## config.mk

```make
export PLATFORM = sky130hd
export DESIGN_NAME = uart_irq_ctrl
export DESIGN_NICKNAME = d
export VERILOG_FILES = /design/src/rtl/uart_irq_pkg.sv /design/src/rtl/uart_irq_event_reg.sv /design/src/rtl/uart_irq_mask_reg.sv /design/src/rtl/uart_irq_rdmux.sv /design/src/rtl/uart_irq_ctrl.sv
export SDC_FILE = /design/constraint.sdc
export NUM_CORES = 1
export LEC_CHECK = 0
export BUFFER_PORTS_ARGS = -buffer_cell sky130_fd_sc_hd__buf_2
export CORE_MARGIN = 2
export CORE_UTILIZATION = 49
export DETAILED_ROUTE_END_ITERATION = 10
export PLACE_DENSITY = 0.79
export SYNTH_ARGS = -nofsm -noshare
export SYNTH_HDL_FRONTEND = slang
export SYNTH_HIERARCHICAL = 1
export SYNTH_SLANG_ARGS = --single-unit
```

## constraint.sdc

```tcl
create_clock -name clk -period 1.7 [get_ports clk]
set_clock_uncertainty 0.2 [all_clocks]
set_input_delay 0.255 -clock clk [delete_from_list [all_inputs] [get_ports clk]]
set_output_delay 0.255 -clock clk [all_outputs]
set_load 0.005 [all_outputs]
```

## src/rtl/uart_irq_pkg.sv

```systemverilog
// Package: widths, reserved-bit mask and register addresses shared by the
// interrupt unit. Assumes a 15-bit register map with bit 14 reserved.
package uart_irq_pkg;
    localparam int REG_W     = 15;
    localparam int ADDR_W    = 3;
    localparam int EVT_SRC_W = REG_W - 1;
    localparam int LVL_W     = 5;
    localparam logic [REG_W-1:0] EVT_VALID = {1'b0, {EVT_SRC_W{1'b1}}};

    typedef enum logic [ADDR_W-1:0] {
        A_MASK_SET = 3'd0,
        A_MASK_CLR = 3'd1,
        A_MASK_RD  = 3'd2,
        A_EVENT    = 3'd3,
        A_STATUS   = 3'd4
    } reg_addr_e;
endpackage

```

## src/rtl/uart_irq_event_reg.sv

```systemverilog
// Sticky event register. Source pulses set bits and clear strobes reset them.
// A set beats a clear on the same bit. Bits outside VALID never set.
// Assumes set_i and clr_i are already qualified for this cycle.
module uart_irq_event_reg #(
    parameter int W = 15,
    parameter logic [W-1:0] VALID = '1
) (
    input  logic         clk,
    input  logic         rst_n,
    input  logic [W-1:0] set_i,
    input  logic [W-1:0] clr_i,
    output logic [W-1:0] evt_q
);
    logic [W-1:0] set_v;
    logic         armed_q;

    assign set_v = set_i & VALID;

    // Update the event bits: keep, clear, then OR in new events.
    always_ff @(posedge clk) begin
        if (!rst_n) evt_q <= '0;
        else        evt_q <= ((evt_q & ~clr_i) | set_v) & VALID;
    end

    // Mark cycles whose previous cycle was out of reset.
    always_ff @(posedge clk) begin
        if (!rst_n) armed_q <= 1'b0;
        else        armed_q <= 1'b1;
    end

    // an uncleared set bit stays set
    assert_sticky_R1: assert property (@(posedge clk) disable iff (!rst_n)
        armed_q |-> ((evt_q & $past(evt_q & ~clr_i)) == $past(evt_q & ~clr_i)));
    // a source pulse always lands, even against a clear
    assert_set_wins_R3: assert property (@(posedge clk) disable iff (!rst_n)
        armed_q |-> ((evt_q & $past(set_v)) == $past(set_v)));
    // reserved bits never read as 1
    assert_rsvd_evt_R7: assert property (@(posedge clk) disable iff (!rst_n)
        (evt_q & ~VALID) == '0);
endmodule

```

## src/rtl/uart_irq_mask_reg.sv

```systemverilog
// Mask register with separate set and clear strobes. A clear beats a set.
// Bits outside VALID never set. Assumes the strobes are already qualified.
module uart_irq_mask_reg #(
    parameter int W = 15,
    parameter logic [W-1:0] VALID = '1
) (
    input  logic         clk,
    input  logic         rst_n,
    input  logic [W-1:0] en_i,
    input  logic [W-1:0] dis_i,
    output logic [W-1:0] mask_q
);
    logic armed_q;

    // Apply the set and clear strobes to the mask.
    always_ff @(posedge clk) begin
        if (!rst_n) mask_q <= '0;
        else        mask_q <= (mask_q | en_i) & ~dis_i & VALID;
    end

    // Mark cycles whose previous cycle was out of reset.
    always_ff @(posedge clk) begin
        if (!rst_n) armed_q <= 1'b0;
        else        armed_q <= 1'b1;
    end

    // an enabled bit that was not also disabled reads back set
    assert_mask_set_R4: assert property (@(posedge clk) disable iff (!rst_n)
        armed_q |-> ((mask_q & $past(en_i & ~dis_i & VALID)) == $past(en_i & ~dis_i & VALID)));
    // a disabled bit reads back clear
    assert_mask_clr_R4: assert property (@(posedge clk) disable iff (!rst_n)
        armed_q |-> ((mask_q & $past(dis_i)) == '0));
    // reserved mask bits stay 0
    assert_rsvd_mask_R7: assert property (@(posedge clk) disable iff (!rst_n)
        (mask_q & ~VALID) == '0);
endmodule

```

## src/rtl/uart_irq_rdmux.sv

```systemverilog
// Read multiplexer. Builds the raw status word from the level inputs and picks
// a register by address. Write-only and unmapped addresses read 0.
module uart_irq_rdmux
    import uart_irq_pkg::*;
#(
    parameter int W  = REG_W,
    parameter int AW = ADDR_W,
    parameter int LW = LVL_W
) (
    input  logic [AW-1:0] addr_i,
    input  logic [W-1:0]  mask_i,
    input  logic [W-1:0]  evt_i,
    input  logic [LW-1:0] fifo_i,
    input  logic [LW-1:0] line_i,
    output logic [W-1:0]  data_o
);
    localparam int RSV_W = W - 2*LW;

    logic [W-1:0] status;

    // Raw status: line levels on top, reserved zeros, FIFO levels at the bottom.
    generate
        if (RSV_W > 0) begin : g_rsv
            assign status = {line_i, {RSV_W{1'b0}}, fifo_i};
        end else begin : g_norsv
            assign status = {line_i, fifo_i};
        end
    endgenerate

    // Pick the register that the read address names.
    always_comb begin
        case (addr_i)
            A_MASK_RD: data_o = mask_i;
            A_EVENT:   data_o = evt_i;
            A_STATUS:  data_o = status;
            default:   data_o = '0;
        endcase
    end
endmodule

```

## src/rtl/uart_irq_ctrl.sv

```systemverilog
// UART interrupt status and mask unit (top). It decodes writes to the
// enable, disable and event-clear ports, and drops writes to read-only
// addresses. It drives a registered interrupt from the AND of events and mask.
// Assumes a single-cycle write strobe and a combinational read path.
module uart_irq_ctrl
    import uart_irq_pkg::*;
#(
    parameter int W  = REG_W,
    parameter int AW = ADDR_W,
    parameter int SW = EVT_SRC_W,
    parameter int LW = LVL_W
) (
    input  logic          clk,
    input  logic          rst_n,
    input  logic          wr_en,
    input  logic [AW-1:0] wr_addr,
    input  logic [W-1:0]  wr_data,
    input  logic [AW-1:0] rd_addr,
    output logic [W-1:0]  rd_data,
    input  logic [SW-1:0] evt_in,
    input  logic [LW-1:0] fifo_lvl,
    input  logic [LW-1:0] line_lvl,
    output logic          irq
);
    localparam int RSV_LO = LW;
    localparam int RSV_HI = W - LW - 1;

    logic [W-1:0] set_vec, clr_vec, en_vec, dis_vec;
    logic [W-1:0] evt_q, mask_q;
    logic         armed_q;

    // Route each write to the port its address names.
    always_comb begin
        set_vec = W'(evt_in);
        clr_vec = '0;
        en_vec  = '0;
        dis_vec = '0;
        if (wr_en) begin
            case (wr_addr)
                A_EVENT:    clr_vec = wr_data;
                A_MASK_SET: en_vec  = wr_data;
                A_MASK_CLR: dis_vec = wr_data;
                default:    ;
            endcase
        end
    end

    uart_irq_event_reg #(.W(W), .VALID(EVT_VALID)) i_evt (
        .clk(clk), .rst_n(rst_n), .set_i(set_vec), .clr_i(clr_vec), .evt_q(evt_q)
    );

    uart_irq_mask_reg #(.W(W), .VALID(EVT_VALID)) i_mask (
        .clk(clk), .rst_n(rst_n), .en_i(en_vec), .dis_i(dis_vec), .mask_q(mask_q)
    );

    uart_irq_rdmux #(.W(W), .AW(AW), .LW(LW)) i_rd (
        .addr_i(rd_addr), .mask_i(mask_q), .evt_i(evt_q),
        .fifo_i(fifo_lvl), .line_i(line_lvl), .data_o(rd_data)
    );

    // Register the interrupt from the masked event bits.
    always_ff @(posedge clk) begin
        if (!rst_n) irq <= 1'b0;
        else        irq <= |(evt_q & mask_q);
    end

    // Mark cycles whose previous cycle was out of reset.
    always_ff @(posedge clk) begin
        if (!rst_n) armed_q <= 1'b0;
        else        armed_q <= 1'b1;
    end

    // no overlap last cycle means no interrupt now
    assert_irq_quiet_R5: assert property (@(posedge clk) disable iff (!rst_n)
        (armed_q && $past((evt_q & mask_q) == '0)) |-> !irq);
    // an overlap last cycle means interrupt now
    assert_irq_raise_R5: assert property (@(posedge clk) disable iff (!rst_n)
        (armed_q && $past((evt_q & mask_q) != '0)) |-> irq);
    // reserved status bits read 0
    assert_status_rsv_R6: assert property (@(posedge clk) disable iff (!rst_n)
        (rd_addr == A_STATUS) |-> (rd_data[RSV_HI:RSV_LO] == '0));
    // a write to the status address leaves the mask unchanged
    assert_status_wr_R7: assert property (@(posedge clk) disable iff (!rst_n)
        (armed_q && $past(wr_en && wr_addr == A_STATUS)) |-> (mask_q == $past(mask_q)));
endmodule

```

---- Word-level counts from Yosys, hierarchy flattened ----
Index checks and enable logic that the tools add are counted.
storage, ports and cells
  bits of input ports ..................... 48
  register bits after elaboration ......... 29
operators by class
  mux-type cells .......................... 7
  eq/ne operators ......................... 5
  reduce and logical (&&, ||, !) cells .... 2
  bitwise operators ....................... 7
operators by type and width
  kind                count
  $mux 14             6
  $pmux 15 s3         1
  $and 14x14->14      3
  $not 14->14         2
  $or 14x14->14       2
  $reduce_or 15->1    1
  $eq 3x2->1 const B  3
  $eq 3x1->1 const B  1
  $eq 3x3->1 const B  1
  $logic_not 3->1     1

---- Depth between registers and ports, before layout ----
Gate-level depths: netlist of the first run.
  word-level depth ........................ 6
  mapped depth ............................ 6
  depth with buffers taken out ............ 4

---- Hierarchy ----
The synthesis of the first run kept the hierarchy.
modules (own cells, without submodules)
  module              area an instance (um2)  cells each  instances
  uart_irq_mask_reg   530.5                   45          1
  uart_irq_event_reg  495.5                   45          1
  uart_irq_ctrl       426.7                   81          1
  uart_irq_rdmux      309.0                   35          1

---- Least setup slack after synthesis of the first run ----
OpenSTA, ideal clock, no wires.
  kind .................................... input to register
  from .................................... in wr_addr[2]
  to ...................................... reg i_mask.mask_q[10]
  arrival time ............................ 1.132 ns
  buffers on the path ..................... 2
  setup slack ............................. 0.296 ns
  cell stages on the path ................. 6
  cell sequence ........................... or3_1 > buf_2 > buf_6 > nor2_1 > nor2_1 > nor3b_2
on the way
  longest elaborated chain between the ends .. 5
  elaborated cells on any way between the ends .. 9
  those cells by class .................... eq/ne: 1; mux: 4; bitwise: 3; reduce/logical: 1
RTL lines
  item                    RTL line                 text
  start: declaration      uart_irq_ctrl.sv:16      input logic [AW-1:0] wr_addr,
  $logic_not 3->1         uart_irq_ctrl.sv:39      case (wr_addr)
  $mux 14                 uart_irq_ctrl.sv:39
  $mux 14                 uart_irq_ctrl.sv:38      if (wr_en) begin
  net en_vec[10]          uart_irq_ctrl.sv:28      logic [W-1:0] set_vec, clr_vec, en_vec, dis_vec;
  $or 14x14->14           uart_irq_mask_reg.sv:18  else mask_q <= (mask_q | en_i) & ~dis_i & VALID;
  $and 14x14->14          uart_irq_mask_reg.sv:18
  end signal: assignment  uart_irq_mask_reg.sv:18
  end: declaration        uart_irq_mask_reg.sv:11  output logic [W-1:0] mask_q
The timed path passes the listed nets, and every way through them passes these cells.
A chain may end at the register's enable or synchronous reset.

---- Worst setup path in the final report of the first run ----
  from .................................... reg i_evt.evt_q[13]
  to ...................................... out rd_data[13]
on the way
  longest elaborated chain between the ends .. 1
RTL lines
  item                      RTL line                  text
  start: declaration        uart_irq_event_reg.sv:12  output logic [W-1:0] evt_q
  start signal: assignment  uart_irq_event_reg.sv:22  else evt_q <= ((evt_q & ~clr_i) | set_v) & VALID;
  $pmux 15 s3               uart_irq_rdmux.sv:32      case (addr_i)
  end: declaration          uart_irq_ctrl.sv:19       output logic [W-1:0] rd_data,
Every way passes these cells.

==> summary.txt, run 1 <==
Place
  • Routability Congestion: 0.7597
  • # port buffers: 62
  • Placed cell area: 2062 um^2
  • Place WS: 0.1757 ns
  • Post-detail-place hpwl: 2.835 mm

STA
  • # setup viols final: 0
  • Final WS setup: 0.1604 ns
  • Fin Setup TNS: 0 ns
  • Final min period: 1.540 ns
  • Fmax: 649.5 MHz
  • RSZ-0062 raised after global routing: false
  • Final hold viol count: 0
  • Max Slew Vio Count: 0
  • Period utilization: 0.9057

Global route
  • Vias in the first global route: 1,567
  • Antenna violations before repair: 0
  • Global routing usage on met2: 0.3776
  • Most Crowded Layer GR: met2
  • Met3 GRT Util: 0.03750
  • GRT Residual Overflow: 0
  • Met1 GRT Util: 0.2692
  • GRT Total Usage: 0.2184
  • Global-route wire length before repair: 6.927 mm
  • Largest net degree at the start of global routing: 30

Setup path
  • Critical Path Start Type: flip-flop
  • Worst R2R Path Depth: 3
  • Critical-path cell list: mux2i_1, o2bb2ai_1, buf_2
  • CP Capture Type: output port
  • Kind of critical path: flip-flop to output port
  • Slowest library cell on the worst path: dfxtp_1
  • Crit path max fanout: 3
  • Worst Path Arrival: 1.08 ns
  • CP required: 1.24 ns
  • Largest stage delay on the critical path: 0.36 ns

Clock network
  • CTS root buf: clkbuf_4
  • CTS Buffer Depth: 2
  • CTS Buf Count: 5
  • Sink Count: 29
  • CTS tree: built
  • H-tree depth reported by CTS: 2
  • Clk slew on worst S/H paths: 0.08 ns
  • Post-CTS Setup Bufs: 0
  • Clock Latency Late Sink: 0.33 ns

Floorplanning
  • Initial Util: 0.5142
  • IO Pins: 64
  • Die area: 4050 um^2
  • Core Region: 3390 um^2
  • Die width: 63.64 um
  • Die H: 63.64 um
  • FP Rows: 21

Drt
  • Via-to-Cell Ratio: 5.055
  • Initial DRC Count: 56
  • Vias: 1,643
  • DRT antenna net count: 0
  • 1st-pass router iterations: 4
  • DRC: 0
  • Routed WL: 4.079 mm
  • Avg WL per Cell: 12.55 um

Pwr
  • Comb pwr share: 0.198
  • Internal Power: 0.001063 W
  • Power Density: 639.0 nW/um^2
  • Sequential Power Share: 0.510
  • Total power: 0.001442 W
  • Switch Pwr: 0.0003795 W
  • Worst vdd ir: 0.5521 mV
  • Leakage power: 0.9854 nW
  • Clock power share: 0.293
  • Switch share: 0.2631

Final layout
  • Multi-input logic area: 1041 um^2
  • NumNets Final: 327
  • Fillers: 294
  • Antenna diodes: 0
  • Share of cells above drive strength 1: 0.3620
  • Area growth, synth to finish: 29.50%
  • Reg area: 580.6 um^2
  • Final instance area: 2257 um^2

Synthesis
  • Mapped Nets: 249
  • Cell area after synthesis: 1743 um^2
  • Number of synthesis warnings: 6
  • Cells after synthesis: 201
  • Syn avg cell area: 8.671 um^2

Worst hold path
  • Worst hold stages: 4
  • Worst Hold Class: primary input to flip-flop

Status
  • Outcome: finished clean

Run
  • Max-cap violations: 0
metal layers:
metal	up-vias	wire, um
met5	-	0
met2	49	1996
met1	751	1803
met4	0	77
met3	10	201
li1	833	-
critical path, delay by kind of cell, from the launching register on:
kind | cells | cell delay [ns]
flops | 1 | 0.36
compound gates | 1 | 0.16
buf+inv | 1 | 0.14
mux | 1 | 0.10
path summary, 6_finish.rpt:
check / startpoint / to / slack (ns)
worst max-delay path: i_evt/evt_q[13] / rd_data[13] / 0.16
worst min-delay path: wr_data[9] / i_mask/mask_q[9] / 0.07
worst min register to register: i_mask/mask_q[7] / i_mask/mask_q[7] / 0.34
worst max register to register: i_evt/evt_q[4] / irq / 0.46
cell type report:
| class | count | share of cell area |
|---|---|---|
| Clock buffer | 7 | 0.02439 |
| Multi-Input combinational cell | 159 | 0.4612 |
| Sequential cell | 29 | 0.2572 |
| Tap cell | 46 | 0.02550 |
| Timing Repair Buffer | 84 | 0.2317 |
power groups by stage:
stage          clock network [W]  registers [W]  logic [W]
2_1_floorplan                  0       0.000744   0.000169
3_3_place_gp                   0       0.000751   0.000257
3_5_place_dp                   0       0.000751   0.000261
4_1_cts                 0.000438       0.000735   0.000287
5_1_grt                 0.000467       0.000740   0.000318
6_report                0.000422       0.000735   0.000285
placed cells by master, fill, tap and decap left out, drive strengths merged, types with 2 or more instances in the layout:
cell type     n
nand2        14
conb          2
dfxtp        29
dlygate4sd3  14
o21a         15
nor2         61
a22oi         6
nor3b        15
o2bb2ai      10
buf          70
clkbuf        7
mux2i        15
nor2b        14
what timing repair did:
item | 4_1_cts | 5_1_grt
resized for setup | 0 | 0
endpoints found under the hold margin | 14 | 0
hold buffers | 14 | 0
stage by stage:
| step | std cells | hold WS [ns] | utilization |
|---|---|---|---|
| 2_1_floorplan | 201 | 0.1725 | - |
| 3_3_place_gp | 304 | 0.2632 | 0.6083 |
| 3_5_place_dp | 304 | 0.2676 | 0.6083 |
| 4_1_cts | 325 | 0.06355 | 0.6659 |
| 5_1_grt | 325 | 0.08401 | 0.6659 |
| 6_report | 325 | 0.07178 | 0.6659 |
state kept, by name (all words and copies together) (netlist names):
register and flops:
i_evt/evt_q 14, irq 1, i_mask/mask_q 14
No activity file was read; power rests on OpenSTA's default activity.
==> run 2: changes to the inputs <==
- ABC_AREA: unset -> 1
- BUFFER_PORTS_ARGS: -buffer_cell sky130_fd_sc_hd__buf_2 -> unset
- CORE_ASPECT_RATIO: unset -> 1.25
- DONT_BUFFER_PORTS: unset -> 1
- PLACE_DENSITY: 0.79 -> unset
==> summary.txt, run 2 <==
Status
  • Outcome: finished clean

Setup path
  • CP required: 1.71 ns (+0.47 ns)
  • Critical Path Start Type: primary input
  • Crit path max fanout: 15 (+12)
  • CP Launch Point: rst_n
  • CP Capture Type: flip-flop
  • Critical R2R Launch: i_evt/evt_q[0]
  • Worst Path Arrival: 1.42 ns (+0.34 ns)
  • Kind of critical path: primary input to flip-flop

Drt
  • 1st-pass router iterations: 4 (unchanged)
  • Vias: 1,828 (+11%)
  • Initial DRC Count: 86 (+54%)
  • Routed WL: 4.716 mm (+16%)
  • DRC: 0 (unchanged)
  • Avg WL per Cell: 12.61 um (+0.47%)
  • Via-to-Cell Ratio: 4.888 (-3.3%)
  • DRT antenna net count: 0 (unchanged)

STA
  • Final min period: 1.410 ns (-0.1294 ns)
  • Max Slew Vio Count: 0 (unchanged)
  • # setup viols final: 0 (unchanged)
  • Fin Setup TNS: 0 ns (unchanged)
  • Slew margin rel.: 0.5975
  • Slew @ Worst Pin: 0.6018 ns
  • RSZ-0062 raised after global routing: false
  • Period utilization: 0.8296 (-0.07609)
  • Final hold viol count: 0 (unchanged)
  • Fmax: 709.1 MHz (+9.2%)

Final layout
  • Util after Layout: 0.5567 (-0.1092)
  • Area growth, synth to finish: 7.537%
  • Reg area: 580.6 um^2 (unchanged)
  • Fillers: 425 (+45%)
  • Most frequent cells in the layout: 69 x nor2_1, 66 x nand2_1, 50 x inv_1, 29 x dfxtp_1, 24 x nand4_1
  • Finished Layout Cells: 374 (+15%)
  • Antenna diodes: 0 (unchanged)
  • Final instance area: 2125 um^2 (-5.9%)
  • Share of cells above drive strength 1: 0.1094 (-0.2526)
  • Multi-input logic area: 1018 um^2 (-2.2%)
  • NumNets Final: 368 (+13%)
  • Commonest non-fill, non-tap cell in the layout: nor2_1
  • Top flop regs: i_evt/evt_q: 14 flops, i_mask/mask_q: 14 flops, irq: 1 flops

Synthesis
  • Cell area after synthesis: 1976 um^2 (+13%)
  • Syn avg cell area: 6.292 um^2 (-27%)
  • Cells after synthesis: 314 (+56%)
  • Mapped Nets: 362 (+45%)
  • Number of synthesis warnings: 6 (unchanged)

Clock network
  • Clk slew on worst S/H paths: 0.06 ns (-0.02 ns)
  • # resized after CTS: 0 (unchanged)
  • CTS tree: built
  • CTS Buffer Depth: 2 (unchanged)
  • Sink Count: 29 (unchanged)
  • Hold buffer count at CTS: 15 (+1)
  • Post-CTS Setup Bufs: 0 (unchanged)
  • Clock Latency Late Sink: 0.27 ns (-0.06 ns)
  • CTS root buf: clkbuf_8
  • H-tree depth reported by CTS: 2 (unchanged)
  • CTS Buf Count: 5 (unchanged)

Global route
  • Global-route wire length before repair: 7.659 mm (+11%)
  • GRT Residual Overflow: 0 (unchanged)
  • Largest net degree at the start of global routing: 28 (-6.7%)
  • Antenna violations before repair: 0 (unchanged)
  • GRT Total Usage: 0.2262 (+0.007872)
  • Vias in the first global route: 1,682 (+7.3%)

Run
  • Max-cap violations: 0 (unchanged)

Place
  • Placed cell area: 1888 um^2 (-8.4%)
  • Placed insts: 352 (+16%)
  • Post-detail-place hpwl: 3.199 mm (+13%)
  • # port buffers: 0 (-100%)
  • Routability Congestion: 0.7920 (+4.3%)

Pwr
  • Leakage power: 0.9128 nW (-7.4%)
  • Worst vdd ir: 0.5695 mV (+3.1%)
  • Power Density: 709.7 nW/um^2 (+11%)
  • Total power: 0.001508 W (+4.5%)

Floorplanning
  • Die area: 4559 um^2 (+13%)
  • Die width: 60.80 um (-4.5%)
  • Core Region: 3816 um^2 (+13%)
  • Die H: 74.99 um (+18%)
  • Initial Util: 0.5177 (+0.003493)
  • IO Pins: 64 (unchanged)
  • FP Rows: 25 (+19%)

Worst hold path
  • Worst Hold Class: primary input to flip-flop
  • Hold Path Origin: wr_data[13]
-- run 2: power breakdown --
part | switching [W] | internal, W
clock | 0.000239 | 0.000320
sequential | 0.0000268 | 0.000713
combinational | 0.000122 | 0.0000856
total | 0.000389 | 0.00112
-- run 2: layer usage --
metal,global-route usage,wire [um]
met1,0.2884,2151
met2,0.3811,2236
met3,0.04983,287
met4,0.06522,40
met5,0,0
-- run 2: area by class of cell --
class,count,share of cell area
tap,54,0.03180
inverter,53,0.09482
timing repair buffer,16,0.08009
clock buffer,7,0.04064
multi-input combinational,215,0.4794
sequential,29,0.2733
-- run 2: final timing paths --
kind                                          end  slack, ns  cells past startpoint
worst max-delay path             i_mask/mask_q[9]       0.29                      3
worst max register to register                irq       0.59                      6
worst min register to register    i_evt/evt_q[12]       0.29                      2
worst min-delay path            i_mask/mask_q[13]       0.08                      4
-- run 2: worst max-delay path, cell delays in order --
cell and delay, ns:
dlygate4sd3_1 0.92, nand2_1 0.15, nor2_2 0.10
-- run 2: metrics by stage --
step	setup WS [ns]	hold slack [ns]
floorplan	0.5463	0.1672
global placement	0.3850	0.1733
detailed placement	0.3763	0.1754
CTS	0.2905	0.06851
global route	0.1973	0.09072
finish	0.2897	0.07833
==> run 3: changes to the inputs <==
- PLACE_DENSITY: unset -> 0.66
- clock period: 1.7 -> 1.1 ns (I/O delays scaled with it)
==> summary.txt, run 3 (synthesis results as in run 2) <==
Status
  • Outcome: finished with violations
  • Violated checks: hold timing, setup timing

Clock network
  • Sink Count: 29 (unchanged)
  • Hold buffer count at CTS: 15 (unchanged)
  • CTS root buf: clkbuf_8
  • H-tree depth reported by CTS: 2 (unchanged)
  • Clock Latency Late Sink: 0.28 ns (about the same)
  • Clk slew on worst S/H paths: 0.06 ns (about the same)
  • CTS Buffer Depth: 2 (unchanged)
  • CTS Buf Count: 5 (unchanged)
  • CTS tree: built

Final layout
  • NumNets Final: 396 (+7.6%)
  • Most frequent cells in the layout: 66 x nor2_1, 57 x nand2_1, 48 x inv_1, 27 x dfxtp_2, 24 x nand4_1
  • Top flop regs: i_evt/evt_q: 14 flops, i_mask/mask_q: 14 flops, irq: 1 flops
  • Fillers: 377 (-11%)
  • Final instance area: 2450 um^2 (+15%)
  • Area growth, synth to finish: 24.00%
  • Antenna diodes: 0 (unchanged)
  • Share of cells above drive strength 1: 0.3161 (+0.2067)
  • Finished Layout Cells: 402 (+7.5%)
  • Commonest non-fill, non-tap cell in the layout: nor2_1

Global route
  • Global-route wire length before repair: 7.962 mm (+4.0%)
  • Antenna violations before repair: 0 (unchanged)
  • Most Crowded Layer GR: met2
  • Vias in the first global route: 1,786 (+6.2%)
  • Met3 GRT Util: 0.06357 (+0.01375)
  • GRT Residual Overflow: 0 (unchanged)
  • Largest net degree at the start of global routing: 28 (unchanged)
  • Met1 GRT Util: 0.2875 (-0.0009012)
  • GRT Total Usage: 0.2384 (+0.01222)
  • Global routing usage on met2: 0.4002 (+0.01912)

Floorplanning
  • Die H: 74.99 um (unchanged)
  • Die area: 4559 um^2 (unchanged)
  • Initial Util: 0.5177 (unchanged)
  • Core Region: 3816 um^2 (unchanged)
  • FP Rows: 25 (unchanged)
  • Die width: 60.80 um (unchanged)
  • IO Pins: 64 (unchanged)

Setup path
  • CP Capture Type: output port
  • CP required: 0.73 ns (-0.98 ns)
  • Worst Path Arrival: 0.88 ns (-0.54 ns)
  • Kind of critical path: flip-flop to output port
  • Critical Path Start Type: flip-flop
  • Crit path max fanout: 2 (-13)

STA
  • RSZ-0062 raised after global routing: true
  • # setup viols final: 15 (+15)
  • Final WS setup: -0.1423 ns (-0.4320 ns)
  • Max Slew Vio Count: 0 (unchanged)
  • Fmax: 805.0 MHz
  • Final min period: 1.242 ns
  • Period utilization: 1.129
  • Fin Hold WS: -0.2121 ns (-0.2904 ns)
  • Final hold viol count: 20 (+20)

Place
  • Placed cell area: 1946 um^2 (+3.0%)
  • Routability Congestion: 0.7690 (-2.9%)
  • Placed insts: 358 (+1.7%)
  • # port buffers: 0 (unchanged)
  • Post-detail-place hpwl: 3.314 mm (+3.6%)

Drt
  • Routed WL: 5.045 mm (+7.0%)
  • Vias: 1,944 (+6.3%)
  • Avg WL per Cell: 12.55 um (-0.47%)
  • DRC: 0 (unchanged)
  • Initial DRC Count: 115 (+34%)
  • Via-to-Cell Ratio: 4.836 (-1.1%)
  • 1st-pass router iterations: 4 (unchanged)
  • DRT antenna net count: 0 (unchanged)

Pwr
  • Worst vdd ir: 0.7930 mV (+39%)
  • Power Density: 997.9 nW/um^2 (+41%)
  • Leakage power: 1.097 nW (+20%)

Worst hold path
  • Worst Hold Class: primary input to flip-flop

Run
  • Max-cap violations: 0 (unchanged)
-- run 3: cell types whose count changed in the layout (fill, tap and decap cells not counted), sizes merged --
cell | previous run | this run
buf | 1 | 29
-- run 3: layout make-up --
cell class / count / area, um^2 / share of cell area
multi-input cells: 215 / 1072 / 0.4377
flip-flops and latches: 29 / 614.3 / 0.2508
repair buffers: 44 / 407.9 / 0.1665
inverters: 53 / 201.4 / 0.08223
clock buffers: 7 / 86.33 / 0.03524
well taps: 54 / 67.56 / 0.02758
-- run 3: worst max-delay path, stage by stage (launching register included) --
cell and delay (ns):
dfxtp_2 0.33, buf_6 0.09, nand4_1 0.08, nand3_1 0.10
-- run 3: timing repair --
action	in CTS	in global routing
resized for setup	35	16
pin swaps	33	18
setup endpoints to repair	14	15
hold endpoints to repair	29	15
cloned	0	0
setup buffers	21	1
-- run 3: per-layer routing --
layer,vias up,share of wire
li1,1032,-
met1,852,0.43
met2,54,0.49
met3,6,0.068
met4,0,0.014
met5,-,0
-- run 3: path summary, 6_finish.rpt --
kind                     from  slack [ns]                to  cells after the start
max            i_evt/evt_q[2]       -0.14        rd_data[2]                      3
min                     rst_n       -0.21  i_mask/mask_q[0]                      2
max reg2reg    i_evt/evt_q[5]       -0.08               irq                      7
min reg2reg  i_mask/mask_q[0]        0.28  i_mask/mask_q[0]                      2
-- run 3: report_power, final --
part           switching [W]  total (W)  internal [W]
clock               0.000382   0.000877      0.000495
sequential         0.0000381    0.00115       0.00111
combinational       0.000214   0.000418      0.000204
total               0.000634    0.00244       0.00181
-- run 3: per-stage QoR --
step	power [W]	setup TNS, ns	setup WS [ns]	util
after floorplan	0.001464	0	0.06465	-
after detailed placement	0.001459	0	0.01167	0.5098
final	0.002445	-1.269	-0.1423	0.6420
after global routing	0.002564	-1.859	-0.1895	0.6420
after CTS	0.002445	-1.263	-0.1459	0.6292
after global placement	0.001453	0	0.04028	0.5098
